### src/rtl/pds_pkg.sv
package pds_pkg;

    localparam int PLANE_CNT = 3;

    typedef enum logic [1:0] {
        PL_INDEX  = 2'd0,
        PL_DIRECT = 2'd1,
        PL_CTRL   = 2'd2
    } plane_t;

    typedef enum logic [1:0] {
        ST_IDLE   = 2'd0,
        ST_SCAN   = 2'd1,
        ST_FINISH = 2'd2
    } scan_state_t;

    // window test used for the end-of-scan clear
    function automatic logic in_window(input int idx, input int lo, input int hi);
        return (idx >= lo) && (idx <= hi);
    endfunction

endpackage

### src/rtl/pds_plane_bits.sv
module pds_plane_bits #(
    parameter int NUM_PAGES = 16,
    parameter int PAGE_W    = 4
) (
    input  logic                 clk,
    input  logic                 rst,
    input  logic                 set_one,
    input  logic [PAGE_W-1:0]    set_page,
    input  logic                 set_all,
    input  logic [NUM_PAGES-1:0] clr_mask,
    output logic [NUM_PAGES-1:0] bits
);
    logic [NUM_PAGES-1:0] set_vec;

    always_comb begin
        set_vec = set_all ? '1 : '0;
        if (set_one && (int'(set_page) < NUM_PAGES))
            set_vec[set_page] = 1'b1;
    end

    // a set in the same cycle as a clear wins
    always_ff @(posedge clk) begin
        if (rst)
            bits <= '0;
        else
            bits <= (bits & ~clr_mask) | set_vec;
    end
endmodule

### src/rtl/pds_run_tracker.sv
module pds_run_tracker #(
    parameter int NUM_PAGES      = 16,
    parameter int LINES_PER_PAGE = 4,
    parameter int PAGE_W         = 4,
    parameter int LINE_W         = 7
) (
    input  logic              clk,
    input  logic              rst,
    input  logic              init,
    input  logic              step,
    input  logic              step_dirty,
    input  logic [PAGE_W-1:0] step_page,
    input  logic              flush,
    output logic              emit,
    output logic [LINE_W-1:0] emit_y,
    output logic [LINE_W-1:0] emit_h,
    output logic [PAGE_W:0]   lo_page,
    output logic [PAGE_W:0]   hi_page
);
    localparam int TOTAL_LINES = NUM_PAGES * LINES_PER_PAGE;

    logic              run_open;
    logic [PAGE_W-1:0] run_start;
    logic [PAGE_W:0]   page_ext;

    function automatic logic [LINE_W-1:0] line_of(input logic [PAGE_W-1:0] pg);
        return LINE_W'(int'(pg) * LINES_PER_PAGE);
    endfunction

    assign page_ext = {1'b0, step_page};

    always_ff @(posedge clk) begin
        if (rst) begin
            emit      <= 1'b0;
            emit_y    <= '0;
            emit_h    <= '0;
            run_open  <= 1'b0;
            run_start <= '0;
            lo_page   <= '1;
            hi_page   <= '0;
        end else begin
            emit <= 1'b0;
            if (init) begin
                run_open <= 1'b0;
                lo_page  <= '1;
                hi_page  <= '0;
            end else if (step) begin
                if (step_dirty) begin
                    if (!run_open) begin
                        run_open  <= 1'b1;
                        run_start <= step_page;
                    end
                    if (page_ext < lo_page) lo_page <= page_ext;
                    if (page_ext > hi_page) hi_page <= page_ext;
                end else if (run_open) begin
                    emit     <= 1'b1;
                    emit_y   <= line_of(run_start);
                    emit_h   <= line_of(step_page) - line_of(run_start);
                    run_open <= 1'b0;
                end
            end else if (flush && run_open) begin
                emit     <= 1'b1;
                emit_y   <= line_of(run_start);
                emit_h   <= LINE_W'(TOTAL_LINES) - line_of(run_start);
                run_open <= 1'b0;
            end
        end
    end
endmodule

### src/rtl/page_dirty_scanner.sv
module page_dirty_scanner
    import pds_pkg::*;
#(
    parameter int NUM_PAGES      = 16,
    parameter int LINES_PER_PAGE = 4,
    parameter int WIDTH_W        = 11,
    localparam int PAGE_W        = $clog2(NUM_PAGES),
    localparam int LINE_W        = $clog2(NUM_PAGES * LINES_PER_PAGE + 1)
) (
    input  logic               clk,
    input  logic               rst,
    input  logic               mode_24,
    input  logic [WIDTH_W-1:0] disp_width,
    input  logic               snoop_valid,
    input  logic [1:0]         snoop_plane,
    input  logic [PAGE_W-1:0]  snoop_page,
    input  logic               invalidate,
    input  logic               palette_chg,
    input  logic               scan_start,
    output logic               rect_valid,
    output logic [LINE_W-1:0]  rect_y,
    output logic [LINE_W-1:0]  rect_h,
    output logic [WIDTH_W-1:0] rect_w,
    output logic               scan_done
);
    scan_state_t          state;
    logic [PAGE_W-1:0]    scan_idx;
    logic [NUM_PAGES-1:0] plane_bits [PLANE_CNT];
    logic [NUM_PAGES-1:0] protect_q;
    logic [NUM_PAGES-1:0] clr_mask;
    logic [NUM_PAGES-1:0] snoop_vec;
    logic [PAGE_W:0]      lo_page, hi_page;
    logic                 page_dirty;
    logic                 mark_all;
    logic                 start_ok;
    logic                 in_scan;
    logic                 in_finish;

    assign start_ok  = (state == ST_IDLE) && scan_start;
    assign in_scan   = (state == ST_SCAN);
    assign in_finish = (state == ST_FINISH);
    assign mark_all  = invalidate || palette_chg;

    // dirty flag storage, one instance per plane
    for (genvar p = 0; p < PLANE_CNT; p++) begin : g_plane
        logic set_all_p;
        if (p == int'(PL_INDEX)) begin : g_idx
            assign set_all_p = mark_all;
        end else begin : g_aux
            assign set_all_p = mark_all && mode_24;
        end
        pds_plane_bits #(
            .NUM_PAGES (NUM_PAGES),
            .PAGE_W    (PAGE_W)
        ) u_bits (
            .clk      (clk),
            .rst      (rst),
            .set_one  (snoop_valid && (snoop_plane == 2'(p))),
            .set_page (snoop_page),
            .set_all  (set_all_p),
            .clr_mask (clr_mask),
            .bits     (plane_bits[p])
        );
    end

    // page band is dirty from the index plane, or any plane in 24-bit mode
    always_comb begin
        page_dirty = plane_bits[PL_INDEX][scan_idx];
        if (mode_24)
            page_dirty = page_dirty || plane_bits[PL_DIRECT][scan_idx]
                                    || plane_bits[PL_CTRL][scan_idx];
    end

    always_comb begin
        snoop_vec = '0;
        if (snoop_valid && (int'(snoop_page) < NUM_PAGES))
            snoop_vec[snoop_page] = 1'b1;
        if (invalidate || palette_chg)
            snoop_vec = '1;
    end

    // end-of-scan clear of the lowest..highest window, minus protected pages
    always_comb begin
        clr_mask = '0;
        if (in_finish && (hi_page >= lo_page)) begin
            for (int i = 0; i < NUM_PAGES; i++)
                clr_mask[i] = in_window(i, int'(lo_page), int'(hi_page)) && !protect_q[i];
        end
    end

    always_ff @(posedge clk) begin
        if (rst) begin
            state     <= ST_IDLE;
            scan_idx  <= '0;
            protect_q <= '0;
            scan_done <= 1'b0;
            rect_w    <= '0;
        end else begin
            scan_done <= in_finish;
            rect_w    <= disp_width;
            case (state)
                ST_IDLE: begin
                    if (start_ok) begin
                        state     <= ST_SCAN;
                        scan_idx  <= '0;
                        protect_q <= '0;
                    end
                end
                ST_SCAN: begin
                    protect_q <= protect_q | snoop_vec;
                    if (scan_idx == PAGE_W'(NUM_PAGES - 1))
                        state <= ST_FINISH;
                    else
                        scan_idx <= scan_idx + 1'b1;
                end
                ST_FINISH: begin
                    protect_q <= protect_q | snoop_vec;
                    state     <= ST_IDLE;
                end
                default: state <= ST_IDLE;
            endcase
        end
    end

    pds_run_tracker #(
        .NUM_PAGES      (NUM_PAGES),
        .LINES_PER_PAGE (LINES_PER_PAGE),
        .PAGE_W         (PAGE_W),
        .LINE_W         (LINE_W)
    ) u_track (
        .clk        (clk),
        .rst        (rst),
        .init       (start_ok),
        .step       (in_scan),
        .step_dirty (page_dirty),
        .step_page  (scan_idx),
        .flush      (in_finish),
        .emit       (rect_valid),
        .emit_y     (rect_y),
        .emit_h     (rect_h),
        .lo_page    (lo_page),
        .hi_page    (hi_page)
    );
endmodule

### config.mk
export PLATFORM = sky130hd
export DESIGN_NAME = page_dirty_scanner
export DESIGN_NICKNAME = d
export VERILOG_FILES = /design/src/rtl/pds_pkg.sv /design/src/rtl/pds_plane_bits.sv /design/src/rtl/pds_run_tracker.sv /design/src/rtl/page_dirty_scanner.sv
export SDC_FILE = /design/constraint.sdc
export NUM_CORES = 1
export LEC_CHECK = 0
export ABC_AREA = 1
export BUFFER_PORTS_ARGS = -buffer_cell sky130_fd_sc_hd__buf_2
export CORE_MARGIN = 1
export CORE_UTILIZATION = 35
export DETAILED_ROUTE_END_ITERATION = 16
export GPL_TIMING_DRIVEN = 0
export SYNTH_ARGS = -nofsm -noshare
export SYNTH_HDL_FRONTEND = slang
export SYNTH_SLANG_ARGS = --single-unit
### constraint.sdc
create_clock -name clk -period 2.5 [get_ports clk]
set_clock_uncertainty 0.05 [all_clocks]
set_input_delay 0.25 -clock clk [delete_from_list [all_inputs] [get_ports clk]]
set_output_delay 0.25 -clock clk [all_outputs]
set_load 0.05 [all_outputs]
# Yosys cells after proc, flatten, opt, wreduce, memory -nomap -nowiden
# Cells that the tools add are included.
[totals]
latchBits = 0
mem_bits_ro = 0
ff_bits = 111
mem_count = 0
output_inout_bits = 27
ramBits = 0
in_bits = 24
[classes]
n_mux = 40
reduce_logical = 72
div_mod_pow = 0
n_mul = 0
bitwise = 12
shift = 0
magnitude_cmp = 37
add_sub_neg = 3
n_eq_ne = 10
[op_table]
columns = ["cell", "count"]
rows = [
  ["$mux 16", 9],
  ["$or 16x16->16", 6],
  ["$mux 7", 8],
  ["$and 16x16->16", 3],
  ["$ge 4x5->1 const A", 8],
  ["$logic_and 1x1->1", 39],
  ["$le 4x4->1 const A", 8],
  ["$pmux 16 s2", 1],
  ["$ge 3x5->1 const A", 4],
  ["$le 3x4->1 const A", 4],
  ["$logic_not 1->1", 16],
  ["$not 16->16", 1],
  ["$bmux 1 s4", 3],
  ["$mux 1", 12],
  ["$ge 1x5->1 const A", 2],
  ["$ge 2x5->1 const A", 2],
  ["$lt 4x5->1 const B", 2],
  ["$reduce_and 3->1", 3],
  ["$le 2x4->1 const A", 2],
  ["$mux 4", 2],
  ["$pmux 4 s2", 1],
  ["$reduce_and 4->1", 2],
  ["$sub 6x6->7", 1],
  ["$sub 7x6->7 const A", 1],
  ["other kinds (20)", 34],
]

# Depth between registers and ports, before layout
[logic_depth]
ltp_word = 8
ltp_mapped = 15
ltp_nobuf = 15

# By module
# Synthesis repeated with hierarchy kept, for this count alone.
[unflattened]
cells_unflattened = 932
hier_area_um2 = 6073.3
[modules_own_cells]
columns = ["mod", "area_per_inst_um2", "cells_each", "instances", "seq_area_each_um2"]
rows = [
  ["page_dirty_scanner", 2443.6, 403, 1, 680.7],
  ["pds_plane_bits", 739.5, 114, 3, 320.3],
  ["pds_run_tracker", 1411.4, 187, 1, 480.5],
]

# Least setup slack after synthesis
# No wires, ideal clock.
[synth_path]
path_type = "register -> register"
start = "register state[1]"
end = "register u_track.emit_h[6]"
path_stages_with_launch = 12
arrival_time_ps = 2026
required_ps = 2340
slack_ps = 314
cell_sequence = "dfxtp_1 inv_1 ha_1 clkbuf_1 nand2_1 ha_1 fa_1 o21ai_0 xor2_1 nand4_1 nand2_1 nor2_1"
[synth_between]
elab_chain_len = 4
elab_cells_between_ends = 11
classes_between = "4 x eq/ne; 1 x mux; 1 x bitwise; 5 x reduce/logical"
[synth_lines]
columns = ["element", "line_no", "text"]
rows = [
  ["start, declared", "page_dirty_scanner.sv:26", "scan_state_t state;"],
  ["start signal, assigned", "page_dirty_scanner.sv:93", "state <= ST_IDLE;"],
  ["start signal, assigned", "page_dirty_scanner.sv:104", "state <= ST_SCAN;"],
  ["start signal, assigned", "page_dirty_scanner.sv:112", "state <= ST_FINISH;"],
  ["$eq 2x2->1 / $logic_not 2->1 (equally long branches)", "page_dirty_scanner.sv:41, page_dirty_scanner.sv:39", ""],
  ["$logic_and 1x1->1 (on tied branches)", "pds_run_tracker.sv:61, page_dirty_scanner.sv:39", ""],
  ["$reduce_bool 2->1 (no line) / $not 1->1 (equally long branches)", "-", ""],
  ["$reduce_and 4->1 (no line)", "-", ""],
  ["end signal, assigned", "pds_run_tracker.sv:58", "emit_h <= line_of(step_page) - line_of(run_start);"],
  ["end signal, assigned", "pds_run_tracker.sv:64", "emit_h <= LINE_W'(TOTAL_LINES) - line_of(run_start);"],
  ["end, declared", "pds_run_tracker.sv:16", "output logic [LINE_W-1:0] emit_h,"],
]
# Several ways; a longest one is shown, not always the timed one.
# A chain may end at the register's enable or synchronous reset.

# Worst setup path in the final report
[layout_path]
start = "register u_track.lo_page[1]"
end = "register g_plane[0].u_bits.bits[4]"
[layout_between]
elab_chain_len = 7
elab_cells_between_ends = 9
classes_between = "2 x order compare; 1 x mux; 3 x bitwise; 3 x reduce/logical"
[layout_lines]
columns = ["element", "line_no", "text"]
rows = [
  ["start, declared", "pds_run_tracker.sv:17", "output logic [PAGE_W:0] lo_page,"],
  ["start signal, assigned", "pds_run_tracker.sv:53", "if (page_ext < lo_page) lo_page <= page_ext;"],
  ["$ge 3x5->1", "pds_pkg.sv:19", "return (idx >= lo) && (idx <= hi);"],
  ["$logic_and 1x1->1", "pds_pkg.sv:19", ""],
  ["$logic_and 1x1->1", "page_dirty_scanner.sv:87", "clr_mask[i] = in_window(i, int'(lo_page), int'(hi_page)) && !protect_q[i];"],
  ["$mux 16 (*)", "page_dirty_scanner.sv:85", "if (in_finish && (hi_page >= lo_page)) begin"],
  ["$not 16->16 (*)", "pds_plane_bits.sv:26", "bits <= (bits & ~clr_mask) | set_vec;"],
  ["$and 16x16->16 (*)", "pds_plane_bits.sv:26", ""],
  ["$or 16x16->16 (*)", "pds_plane_bits.sv:26", ""],
  ["end signal, assigned", "pds_plane_bits.sv:26", ""],
  ["end, declared", "pds_plane_bits.sv:11", "output logic [NUM_PAGES-1:0] bits"],
]
# Mark *: on every way between the ends. The rest lies on a longest branch, timed or not.

==> impl_metrics.py <==
metrics = {
    "status": {
        "status": "complete, no violations",
    },
    "placed_design": {
        "port_buffers": 45,
        "hpwl_um": 11140,
        "dp_cells": 1049,
        "gp_congestion": 0.8832,
    },
    "grt": {
        "gr-max-usage-layer": "met2",
        "grt_pass1_vias": 4610,
        "grt_max_degree": 19,
        "grt_pass1_wl_um": 23760,
        "grt_use_met3_pct": 3.356,
        "grt_overflow": 0,
        "use_met1_pct": 26.02,
        "antenna_found_initial": 0,
        "grtUsageTotal_pct": 19.10,
        "use_met2_pct": 31.07,
    },
    "timing": {
        "max_freq_mhz": 423.8,
        "fin_crit_ns": 2.359,
        "worst_pin_slew_ns": 0.9685,
        "setup-violations-final": 0,
        "slew-limit-headroom_pct": 34.88,
        "timing.final.crit_share_pct": 94.38,
        "hold_viol": 0,
        "maxSlewViolCount": 0,
        "rsz0062_at_grt": "no",
    },
    "cells_and_area": {
        "fin_cells": 1066,
        "syn_to_final_growth_pct": 15.15,
        "postLayoutCoreUtil_pct": 42.08,
        "final_cell_mix": "nand2_1, inv_1, nor2_1, dfxtp_1, a21oi_1",
        "seq_area_um2": 2123,
        "multi_input_area_um2": 2699,
        "antenna_cells": 0,
        "nNetsFinal": 922,
        "fillers": 1649,
        "drive_gt1_share_pct": 9.977,
        "mostFrequentLayoutCell": "nand2_1",
    },
    "worst_hold_path": {
        "min_path_type": "in2reg",
    },
    "critical_path": {
        "crit_required_ns": 2.66,
        "worstPathMaxFanout": 10,
        "critPathSlowestCell": "dfxtp_1",
        "crit_path_end_kind": "register",
        "cpPeakStageDelay_ns": 0.46,
        "startpoint_type": "register",
        "crit_path_frequent_cell": "nand2_1",
        "crit_type": "reg2reg",
        "cp_cell_sequence": "inv_1 -> ha_1 -> nand4_1 -> or2_2 -> a31oi_4 -> clkbuf_4 -> nand2_1 -> nand2_1 -> a21oi_1",
        "r2r_slack_ns": 0.14,
        "worstPathArrival_ns": 2.52,
    },
    "cts": {
        "cts_tree": "built",
        "path_clk_slew_ns": 0.07,
        "htreeDepth": 3,
        "cts_root_buffer": "clkbuf_16",
        "numCtsBuffers": 9,
        "cts_buffer_depth": 2,
        "insertion_delay_ns": 0.35,
        "clock-sinks": 106,
    },
    "synthesis": {
        "yosysUniqueCellTypes": 35,
        "netlist_instances": 816,
        "netlist_area_um2": 5391,
        "seq_area_frac_synth_pct": 39.36,
        "yosysWarningCount": 0,
        "synth-seq-cells": 106,
        "avgSynthCellArea_um2": 6.607,
    },
    "power": {
        "power_frac_seq_pct": 43.8,
        "p_per_area_nw_per_um2": 717.8,
        "ir_worst_vdd_uv": 326.7,
        "p_switching_mw": 1.487,
        "leakage_nw": 3.010,
        "clkPwrFrac_pct": 32.9,
        "pwr-share-comb_pct": 23.3,
        "intPower_mw": 2.969,
        "p_sw_share_pct": 33.37,
    },
    "drt": {
        "routed_wl_um": 14780,
        "via_per_inst": 4.846,
        "first_iter_violations": 321,
        "drt_pre_antenna_iters": 5,
        "antenna_left": 0,
        "vias": 5166,
        "wl_per_cell_um": 13.87,
        "drcViolationCount": 0,
    },
    "die": {
        "io_pins": 51,
        "std_cell_rows": 44,
        "initial_core_util_pct": 36.54,
        "dieWidth_um": 126.1,
        "dieArea_um2": 15910,
        "die_h_um": 126.1,
        "coreArea_um2": 14750,
    },
    "flow_run": {
        "max-cap-violations": 0,
    },
}
-- state kept, by name, summed over array words and instances, names as in the netlist --
register and count:
u_track.lo_page 5, state 2, u_track.run_start 4, u_track.emit_y 4, g_plane.u_bits.bits 48, u_track.emit 1
u_track.run_open 1, u_track.emit_h 5, protect_q 16, u_track.hi_page 4, rect_w 11, scan_idx 4
scan_done 1
-- per-layer routing --
layer | up-vias | part of all wire, % | routed length, um
met5 | - | 0 | 0
met4 | 0 | 1.4 | 212
met3 | 17 | 5.1 | 755
met2 | 136 | 45 | 6659
met1 | 2320 | 48 | 7153
li1 | 2693 | - | -
-- synthesized netlist by cell type --
cell type / n / area [um2]
a2111oi_0: 4 / 35.03
a211oi_1: 7 / 52.55
a21o_1: 2 / 15.01
a21oi_1: 97 / 485.5
a22oi_1: 1 / 7.510
a311oi_1: 1 / 8.760
a31oi_1: 2 / 12.51
a32oi_1: 1 / 8.760
buf_1: 2 / 7.510
buf_2: 6 / 30.03
buf_4: 6 / 45.04
buf_6: 2 / 22.52
clkbuf_1: 15 / 56.30
clkinv_1: 3 / 11.26
conb_1: 1 / 3.750
dfxtp_1: 106 / 2122
fa_1: 1 / 20.02
ha_1: 20 / 250.2
inv_1: 113 / 424.2
inv_2: 1 / 3.750
nand2_1: 224 / 840.8
nand2_2: 4 / 25.02
nand3_1: 30 / 150.1
nand3_4: 1 / 17.52
nand3b_1: 1 / 7.510
nand4_1: 6 / 37.54
nor2_1: 105 / 394.1
nor3_1: 8 / 40.04
nor4_1: 2 / 12.51
o21ai_0: 31 / 155.2
o21ai_1: 4 / 20.02
o31ai_1: 2 / 15.01
or2_2: 3 / 18.77
xnor2_1: 1 / 8.760
xor2_1: 3 / 26.28
-- cell families (layout without fill, tap and decap cells) --
group                    Yosys count  in the layout  share of synthesized area, %
AO/OA/AOI/OAI                    152            152                         15.13
XOR/XNOR                           4              4                        0.6499
adder cells (fa/ha/maj)           21             21                         5.013
buffers and inverters            148            210                         11.14
flip-flops                       106            106                         39.36
other                              1              5                       0.06955
AND/OR/NAND/NOR                  384            384                         28.64
-- final timing paths --
check / end / startpoint / cells past startpoint
worst max register to register: g_plane[0].u_bits.bits[4] / u_track.lo_page[1] / 9
worst min-delay path: rect_w[0] / disp_width[0] / 3
worst max-delay path: g_plane[0].u_bits.bits[4] / u_track.lo_page[1] / 9
worst min register to register: g_plane[1].u_bits.bits[7] / g_plane[1].u_bits.bits[7] / 2
-- per-stage QoR --
step | hold WS [ns] | setup WS, ns | total power, mW | area, um2 | setup TNS, ns
5_1_grt | 0.04756 | 0.02293 | 4.701 | 6208 | 0
4_1_cts | 0.03986 | 0.02687 | 4.486 | 6181 | 0
6_report | 0.04664 | 0.1406 | 4.456 | 6208 | 0
3_3_place_gp | 0.3964 | -0.2618 | 3.009 | 5862 | -9.197
3_5_place_dp | 0.3995 | -0.2555 | 3.017 | 5862 | -8.849
2_1_floorplan | 0.3070 | 0.3140 | 2.726 | 5406 | 0
-- critical path: cells and delay by family, from the launching register on --
| kind | cells | cell delay (ns) |
|---|---|---|
| AND/OR/NAND/NOR | 4 | 0.64 |
| flip-flops | 1 | 0.46 |
| buffers and inverters | 2 | 0.42 |
| adder cells (fa/ha/maj) | 1 | 0.33 |
| AO/OA/AOI/OAI | 2 | 0.32 |
-- layout make-up --
class                           count  area share, %
Sequential cell                   106          34.20
Clock inverter                      7          1.270
Clock buffer                        9          3.628
Tap cell                          184          3.708
Buffer                             31          2.701
Timing Repair Buffer               46          3.950
Multi-Input combinational cell    566          43.47
Inverter                          117          7.074
-- repair_timing --
item / in CTS / in global routing
hold buffers: 0 / 0
resized for setup: 2 / 6
setup endpoints to repair: 48 / 31
pin swaps: 0 / 1
setup buffers: 0 / 1
-- power by group through the flow --
stage	combinational, mW	clock, mW	sequential [mW]
floorplan	0.721	0	2.00
global placement	1.02	0	1.99
detailed placement	1.03	0	1.99
CTS	1.04	1.50	1.95
global route	1.17	1.56	1.97
finish	1.04	1.46	1.95
No activity file was read; power rests on OpenSTA's default activity.
